==> src/rtl/selfstart_counter_pkg.sv <==
package selfstart_counter_pkg;

    localparam int STATE_W = 3;
    localparam int CODE_W  = 4;
    localparam int SEG_W   = 7;
    localparam int MAX_DIGIT = 9;

    typedef enum logic [STATE_W-1:0] {
        ST_U0 = 3'd0,
        ST_C1 = 3'd1,
        ST_U2 = 3'd2,
        ST_C3 = 3'd3,
        ST_C4 = 3'd4,
        ST_U5 = 3'd5,
        ST_C6 = 3'd6,
        ST_C7 = 3'd7
    } cnt_state_e;

    localparam cnt_state_e FIRST_STATE = ST_C1;

    typedef struct packed {
        logic g;
        logic f;
        logic e;
        logic d;
        logic c;
        logic b;
        logic a;
    } seg_t;

    function automatic cnt_state_e step_state(input cnt_state_e cur);
        cnt_state_e nxt;
        case (cur)
            ST_C1:   nxt = ST_C3;
            ST_C3:   nxt = ST_C4;
            ST_C4:   nxt = ST_C6;
            ST_C6:   nxt = ST_C7;
            ST_C7:   nxt = ST_C1;
            ST_U0:   nxt = ST_C1;
            ST_U2:   nxt = ST_C3;
            ST_U5:   nxt = ST_C6;
            default: nxt = FIRST_STATE;
        endcase
        return nxt;
    endfunction

    function automatic logic in_loop(input cnt_state_e s);
        return (s == ST_C1) || (s == ST_C3) || (s == ST_C4) ||
               (s == ST_C6) || (s == ST_C7);
    endfunction

    function automatic seg_t digit_pattern(input logic [CODE_W-1:0] code);
        seg_t p;
        case (code)
            4'd0:    p = 7'h3F;
            4'd1:    p = 7'h06;
            4'd2:    p = 7'h5B;
            4'd3:    p = 7'h4F;
            4'd4:    p = 7'h66;
            4'd5:    p = 7'h6D;
            4'd6:    p = 7'h7D;
            4'd7:    p = 7'h07;
            4'd8:    p = 7'h7F;
            4'd9:    p = 7'h6F;
            default: p = '0;
        endcase
        return p;
    endfunction

endpackage

==> src/rtl/seq_next_logic.sv <==
module seq_next_logic
    import selfstart_counter_pkg::*;
(
    input  cnt_state_e cur_i,
    output cnt_state_e nxt_o
);

    always_comb begin
        nxt_o = step_state(cur_i);
    end


    always_comb begin
        nxt_in_loop_chk: assert (in_loop(nxt_o));
    end

endmodule

==> src/rtl/seq_state_reg.sv <==
module seq_state_reg
    import selfstart_counter_pkg::*;
#(
    parameter cnt_state_e RESET_VAL = FIRST_STATE
) (
    input  logic       clk,
    input  logic       rst,
    input  logic       en,
    input  cnt_state_e nxt_i,
    output cnt_state_e q_o
);

    always_ff @(posedge clk) begin
        if (rst) begin
            q_o <= RESET_VAL;
        end else if (en) begin
            q_o <= nxt_i;
        end
    end


    reset_to_first_chk: assert property (@(posedge clk)
        rst |=> (q_o == RESET_VAL));


    hold_when_idle_chk: assert property (@(posedge clk) disable iff (rst)
        (!en && !$past(rst)) |=> $stable(q_o));

endmodule

==> src/rtl/seg7_decoder.sv <==
module seg7_decoder
    import selfstart_counter_pkg::*;
#(
    parameter bit COMMON_ANODE = 1'b0
) (
    input  logic [CODE_W-1:0] code_i,
    output logic [SEG_W-1:0]  seg_o
);

    seg_t lit;

    always_comb begin
        lit = digit_pattern(code_i);
    end

    generate
        if (COMMON_ANODE) begin : g_anode
            assign seg_o = ~lit;
        end else begin : g_cathode
            assign seg_o = lit;
        end
    endgenerate


    always_comb begin
        if (code_i > CODE_W'(MAX_DIGIT)) begin
            blank_high_codes_chk: assert ($countones(seg_o ^ {SEG_W{COMMON_ANODE}}) == 0);
        end
    end

endmodule

==> src/rtl/selfstart_counter_disp.sv <==
module selfstart_counter_disp
    import selfstart_counter_pkg::*;
#(
    parameter bit COMMON_ANODE = 1'b0
) (
    input  logic               clk,
    input  logic               rst,
    input  logic               en,
    output logic [STATE_W-1:0] state_o,
    output logic [SEG_W-1:0]   seg_o
);

    localparam int PAD_W = CODE_W - STATE_W;

    cnt_state_e cur_state;
    cnt_state_e nxt_state;
    logic [CODE_W-1:0] dec_code;

    seq_next_logic u_next (
        .cur_i (cur_state),
        .nxt_o (nxt_state)
    );

    seq_state_reg #(
        .RESET_VAL (FIRST_STATE)
    ) u_reg (
        .clk   (clk),
        .rst   (rst),
        .en    (en),
        .nxt_i (nxt_state),
        .q_o   (cur_state)
    );

    assign dec_code = {{PAD_W{1'b0}}, cur_state};

    seg7_decoder #(
        .COMMON_ANODE (COMMON_ANODE)
    ) u_dec (
        .code_i (dec_code),
        .seg_o  (seg_o)
    );

    assign state_o = cur_state;


    wrap_to_first_chk: assert property (@(posedge clk) disable iff (rst)
        (en && state_o == 3'd7) |=> (state_o == 3'd1));


    leave_first_chk: assert property (@(posedge clk) disable iff (rst)
        (en && state_o == 3'd1) |=> (state_o == 3'd3));


    seven_three_lit_chk: assert property (@(posedge clk)
        (state_o == 3'd7) |-> ($countones(seg_o ^ {SEG_W{COMMON_ANODE}}) == 3));

endmodule

==> config.mk <==
export PLATFORM = sky130hd
export DESIGN_NAME = selfstart_counter_disp
export DESIGN_NICKNAME = d
export VERILOG_FILES = /design/src/rtl/selfstart_counter_pkg.sv /design/src/rtl/seq_next_logic.sv /design/src/rtl/seq_state_reg.sv /design/src/rtl/seg7_decoder.sv /design/src/rtl/selfstart_counter_disp.sv
export SDC_FILE = /design/constraint.sdc
export NUM_CORES = 1
export LEC_CHECK = 0
export BUFFER_PORTS_ARGS = -buffer_cell sky130_fd_sc_hd__buf_2
export CORE_AREA = 2 2 39 41
export CTS_CLUSTER_SIZE = 30
export DETAILED_ROUTE_END_ITERATION = 16
export DIE_AREA = 0 0 41 43
export GPL_TIMING_DRIVEN = 0
export PLACE_DENSITY = 0.55
export SLEW_MARGIN = 20
export SYNTH_ARGS = -nofsm -noshare
export SYNTH_HDL_FRONTEND = slang
export SYNTH_SLANG_ARGS = --single-unit
==> constraint.sdc <==
create_clock -name clk -period 1.39 [get_ports clk]
set_clock_uncertainty 0.2 [all_clocks]
set_input_delay 0.417 -clock clk [delete_from_list [all_inputs] [get_ports clk]]
set_output_delay 0.417 -clock clk [all_outputs]
set_load 0.01 [all_outputs]
* After elaboration in Yosys (flattened, before gate mapping)
Memory sizes are Yosys's and may differ from the RTL's. A register that Yosys moved wholly into a read port is not among the register bits.
Cells that the tools add are included.
** Word-level totals
- Output and inout bits :: 10
- Memory bits (read-only) :: 136
- Register bits after elaboration :: 0
- Input bits :: 3
- Memories kept :: 2
** Memories
- (no name shown) :: words 16, width 7, rd ports 1, clocked after memory_dff 0, write ports 0, RTL line selfstart_counter_pkg.sv:54 : case (code)
- (no name shown) :: words 8, width 3, rd ports 1, clocked after memory_dff 1, write ports 0, RTL line selfstart_counter_pkg.sv:33 : case (cur)

* Logic depth before layout (Yosys ltp)
An unclocked memory read counts as a cell.
- Depth after elaboration :: 1
- Depth in mapped cells :: 4
- Depth with buffers taken out :: 4

* Modules after synthesis
From an unflattened synthesis, not the netlist that was laid out.
** Second synthesis, totals
- Cells, all modules :: 44
- Area total of the unflattened synthesis :: 364.1 µm²
** Modules (own cells, without submodules)
- seg7_decoder :: cells each 26, instances 1, sequential area each 0.0 µm², area an instance 201.4 µm²
- seq_state_reg :: cells each 9, instances 1, sequential area each 60.1 µm², area an instance 102.6 µm²
- seq_next_logic :: cells each 8, instances 1, sequential area each 0.0 µm², area an instance 56.3 µm²
- selfstart_counter_disp :: cells each 1, instances 1, sequential area each 0.0 µm², area an instance 3.8 µm²

* Worst setup path after synthesis
No wires, ideal clock.
- Kind :: register to output
- Start :: register u_reg.q_o[1]
- End :: output seg_o[3]
- Required time :: 773 ps
- Stages on the path, launching flop included :: 5
- Path slack :: -380 ps
- Buffers on the path :: 0
- Data arrival time :: 1153 ps
- Cells stage by stage :: dfxtp_1 inv_1 ha_1 inv_1 a21oi_1
** On the way
- Cells in the longest elaborated chain, start to end :: 1
** Ends and longest elaborated chain
- from (decl) :: RTL line seq_state_reg.sv:10 : output cnt_state_e q_o
- memory (16 x 7 bit)
- to (decl) :: RTL line selfstart_counter_disp.sv:10 : output logic [SEG_W-1:0] seg_o
Every way passes these cells.

* Worst setup path in the final report
- Start :: register u_reg.q_o[0]
- End :: output seg_o[6]
The elaborated chain is that of the path after synthesis.

==> run_results.csv <==
group,metric,value,unit
floorplan,core,1380,um2
synth,syn-num-nets,45,
timing,layout_setup_ws,-427,ps
timing,rsz0062_at_grt,"yes",
cts,holdBufCountCts,0,
routing,drt_iter0_markers,0,
timing,hold_viol_final,0,
cells_and_area,largest_register_ffs,3,
floorplan,dieArea,1760,um2
worst_setup_path,critPathMaxFanout,6,
cts,clkSlewWorstSetupHoldPaths,30,ps
cells_and_area,areaGrowthSynthToFinish,84.8,%
pwr,power,0.485,mW
grt,track_usage,9.24,%
routing,dr.pass1.iters,1,
pwr,p_per_area,860,nW/um2
cts,cts_buffer_depth,2,
cells_and_area,fin_area,564,um2
pwr,ir_drop,0.434,mV
cells_and_area,drive_gt1_share,74.1,%
grt,overflow,0,
grt,grt_max_degree,11,
placement,dp_slack,-229,ps
floorplan,initial_utilization,22.1,%
placement,routabilityCongestion,0.716,
cts,cts.sinks,3,
synth,synth.ff_latch_count,3,
cts,worstSkewPairLatency,230,ps
routing,totalWireLength,767,um
cells_and_area,n_antenna_cell,0,
worst_setup_path,critPathLaunchType,"flip-flop",
floorplan,fp.dieW,41,um
placement,port_buffers,12,
routing,avgViaCountPerCell,4.20,
synth,synth.avg_cell_area,8.72,um2
floorplan,rows,14,
cells_and_area,reg.largest.list,"u_reg.q_o: 3 flops",
job,cap_violations,0,
grt,antenna_found_initial,0,
cells_and_area,layout.nets,69,
routing,drcViolationCount,0,
cts,tritoncts,"built",
worst_setup_path,path_cells,"ha_2 > and2_4 > a21oi_2 > buf_2",
timing,min_period,1820,ps
timing,finalSetupViolations,8,
timing,period_share,131,%
floorplan,die_y,43,um
worst_setup_path,slowest_stage,"dfxtp_4",
timing,tightest_slew,226,ps
routing,ant_nets,0,
synth,yosysWarnings,0,
worst_setup_path,cpPeakStageDelay,360,ps
cts,cts-root-buf,"clkbuf_4",
pwr,p_leak,0.263,nW
timing,tns,-2750,ps
synth,yosysUniqueCellTypes,16,
placement,hpwlAfterDp,525,um
cts,cts_buffers,3,
cts,ctsHtreeMaxLevel,1,
routing,wl_per_cell,10.4,um
grt,grt_pass1_wl,1080,um
worst_setup_path,required,770,ps
min_path,holdCritPathClass,"in2reg",
synth,syn_inst,35,
cells_and_area,largest-register,"u_reg.q_o",
worst_setup_path,setup.worst_path.class,"reg2out",
outcome,status,"finished with violations",
timing,fmax,0.551,GHz
cells_and_area,fillerInstances,147,
worst_setup_path,arrival,1200,ps
routing,vias,311,
grt,grt_pass1_vias,274,
placement,placed_area,427,um2
synth,syn_area,305,um2
synth,ys_seq_area_share,19.7,%
timing,relSlewSlack,84.8,%
outcome,failed_checks,"setup timing",
timing,finalMaxSlewViolations,0,
worst_setup_path,end_kind,"output port",
floorplan,ios,13,
cells by family (layout without fill, tap and decap cells):
group	Yosys count	in the layout	share of synthesized area [%]
fa+ha+maj	7	7	28.7
buf+inv	6	29	9.84
flops	3	3	19.7
simple gates	11	11	22.1
compound gates	8	8	19.7
Yosys cell counts:
library cell  count  area share, %
ha_1              7             29
inv_1             5            6.1
a21oi_1           4            6.6
dfxtp_1           3             20
nand2b_1          3            6.1
nand2_1           2            2.5
nor2b_1           2            4.1
a311o_1           1            3.3
a311oi_1          1            2.9
and2_4            1            2.9
buf_6             1            3.7
nor2_1            1            1.2
o21ai_0           1            1.6
o41ai_2           1            5.3
or2b_1            1            2.5
or3b_2            1            2.9
metrics by stage:
| step | hold slack [ps] | instances | util (%) |
|---|---|---|---|
| detailed placement | 459 | 63 | 30.8 |
| global placement | 438 | 63 | 30.8 |
| floorplan | 295 | 35 | - |
| CTS | 219 | 70 | 35.8 |
| finish | 216 | 74 | 40.8 |
| global route | 219 | 74 | 40.8 |
power by group:
part / leakage, nW / switching (mW) / internal (mW)
sequential: 0.0259 / 0.0140 / 0.0960
combinational: 0.222 / 0.104 / 0.122
clock: 0.0150 / 0.0415 / 0.107
total: 0.263 / 0.160 / 0.326
critical path, delay by kind of cell, from the launching register on:
kind | cells | cell delay (ps)
adder cells (fa/ha/maj) | 1 | 210
flip-flops | 1 | 360
AND/OR/NAND/NOR | 1 | 170
buffers and inverters | 1 | 130
AO/OA/AOI/OAI | 1 | 90
area by class of cell:
type / instances / area [um2] / area share [%]
multi-input combinational: 26 / 282 / 49.9
timing repair buffer: 19 / 133 / 23.5
sequential: 3 / 68.8 / 12.2
clock buffer: 4 / 26.3 / 4.66
inverter: 5 / 23.8 / 4.21
tap: 16 / 20.0 / 3.55
buffer: 1 / 11.3 / 2.00
worst paths after layout:
path | from | end | slack (ps) | cells after the start
min reg2reg | u_reg.q_o[2] | u_reg.q_o[0] | 440 | 2
max reg2reg | u_reg.q_o[1] | u_reg.q_o[0] | 50 | 3
max | u_reg.q_o[0] | seg_o[6] | -430 | 4
min | rst | u_reg.q_o[2] | 220 | 2
what timing repair did:
action / CTS / global route
setup endpoints to repair: 8 / 10
pin swaps: 1 / 0
buffers inserted: 3 / 4
gates resized for setup: 6 / 7
layout by cell type, fill, tap and decap left out, drive strengths merged:
| cell type | Yosys | routed |
|---|---|---|
| a311oi | 1 | 1 |
| nand2 | 2 | 2 |
| o21ai | 1 | 1 |
| buf | 1 | 20 |
| o41ai | 1 | 1 |
| and2 | 1 | 1 |
| nor2 | 1 | 1 |
| nor2b | 2 | 2 |
| a311o | 1 | 1 |
| inv | 5 | 5 |
| a21oi | 4 | 4 |
| or2b | 1 | 1 |
| or3b | 1 | 1 |
| ha | 7 | 7 |
| clkbuf | 0 | 4 |
| dfxtp | 3 | 3 |
| nand2b | 3 | 3 |
layer usage:
metal | vias to the layer above | wire, um | GRT usage, %
met2 | 10 | 408 | 15.3
met3 | 0 | 35 | 1.57
met1 | 141 | 324 | 9.97
met5 | - | 0 | 0
met4 | 0 | 0 | 6.00
li1 | 160 | - | -
Power figures use the tool's default switching activity.
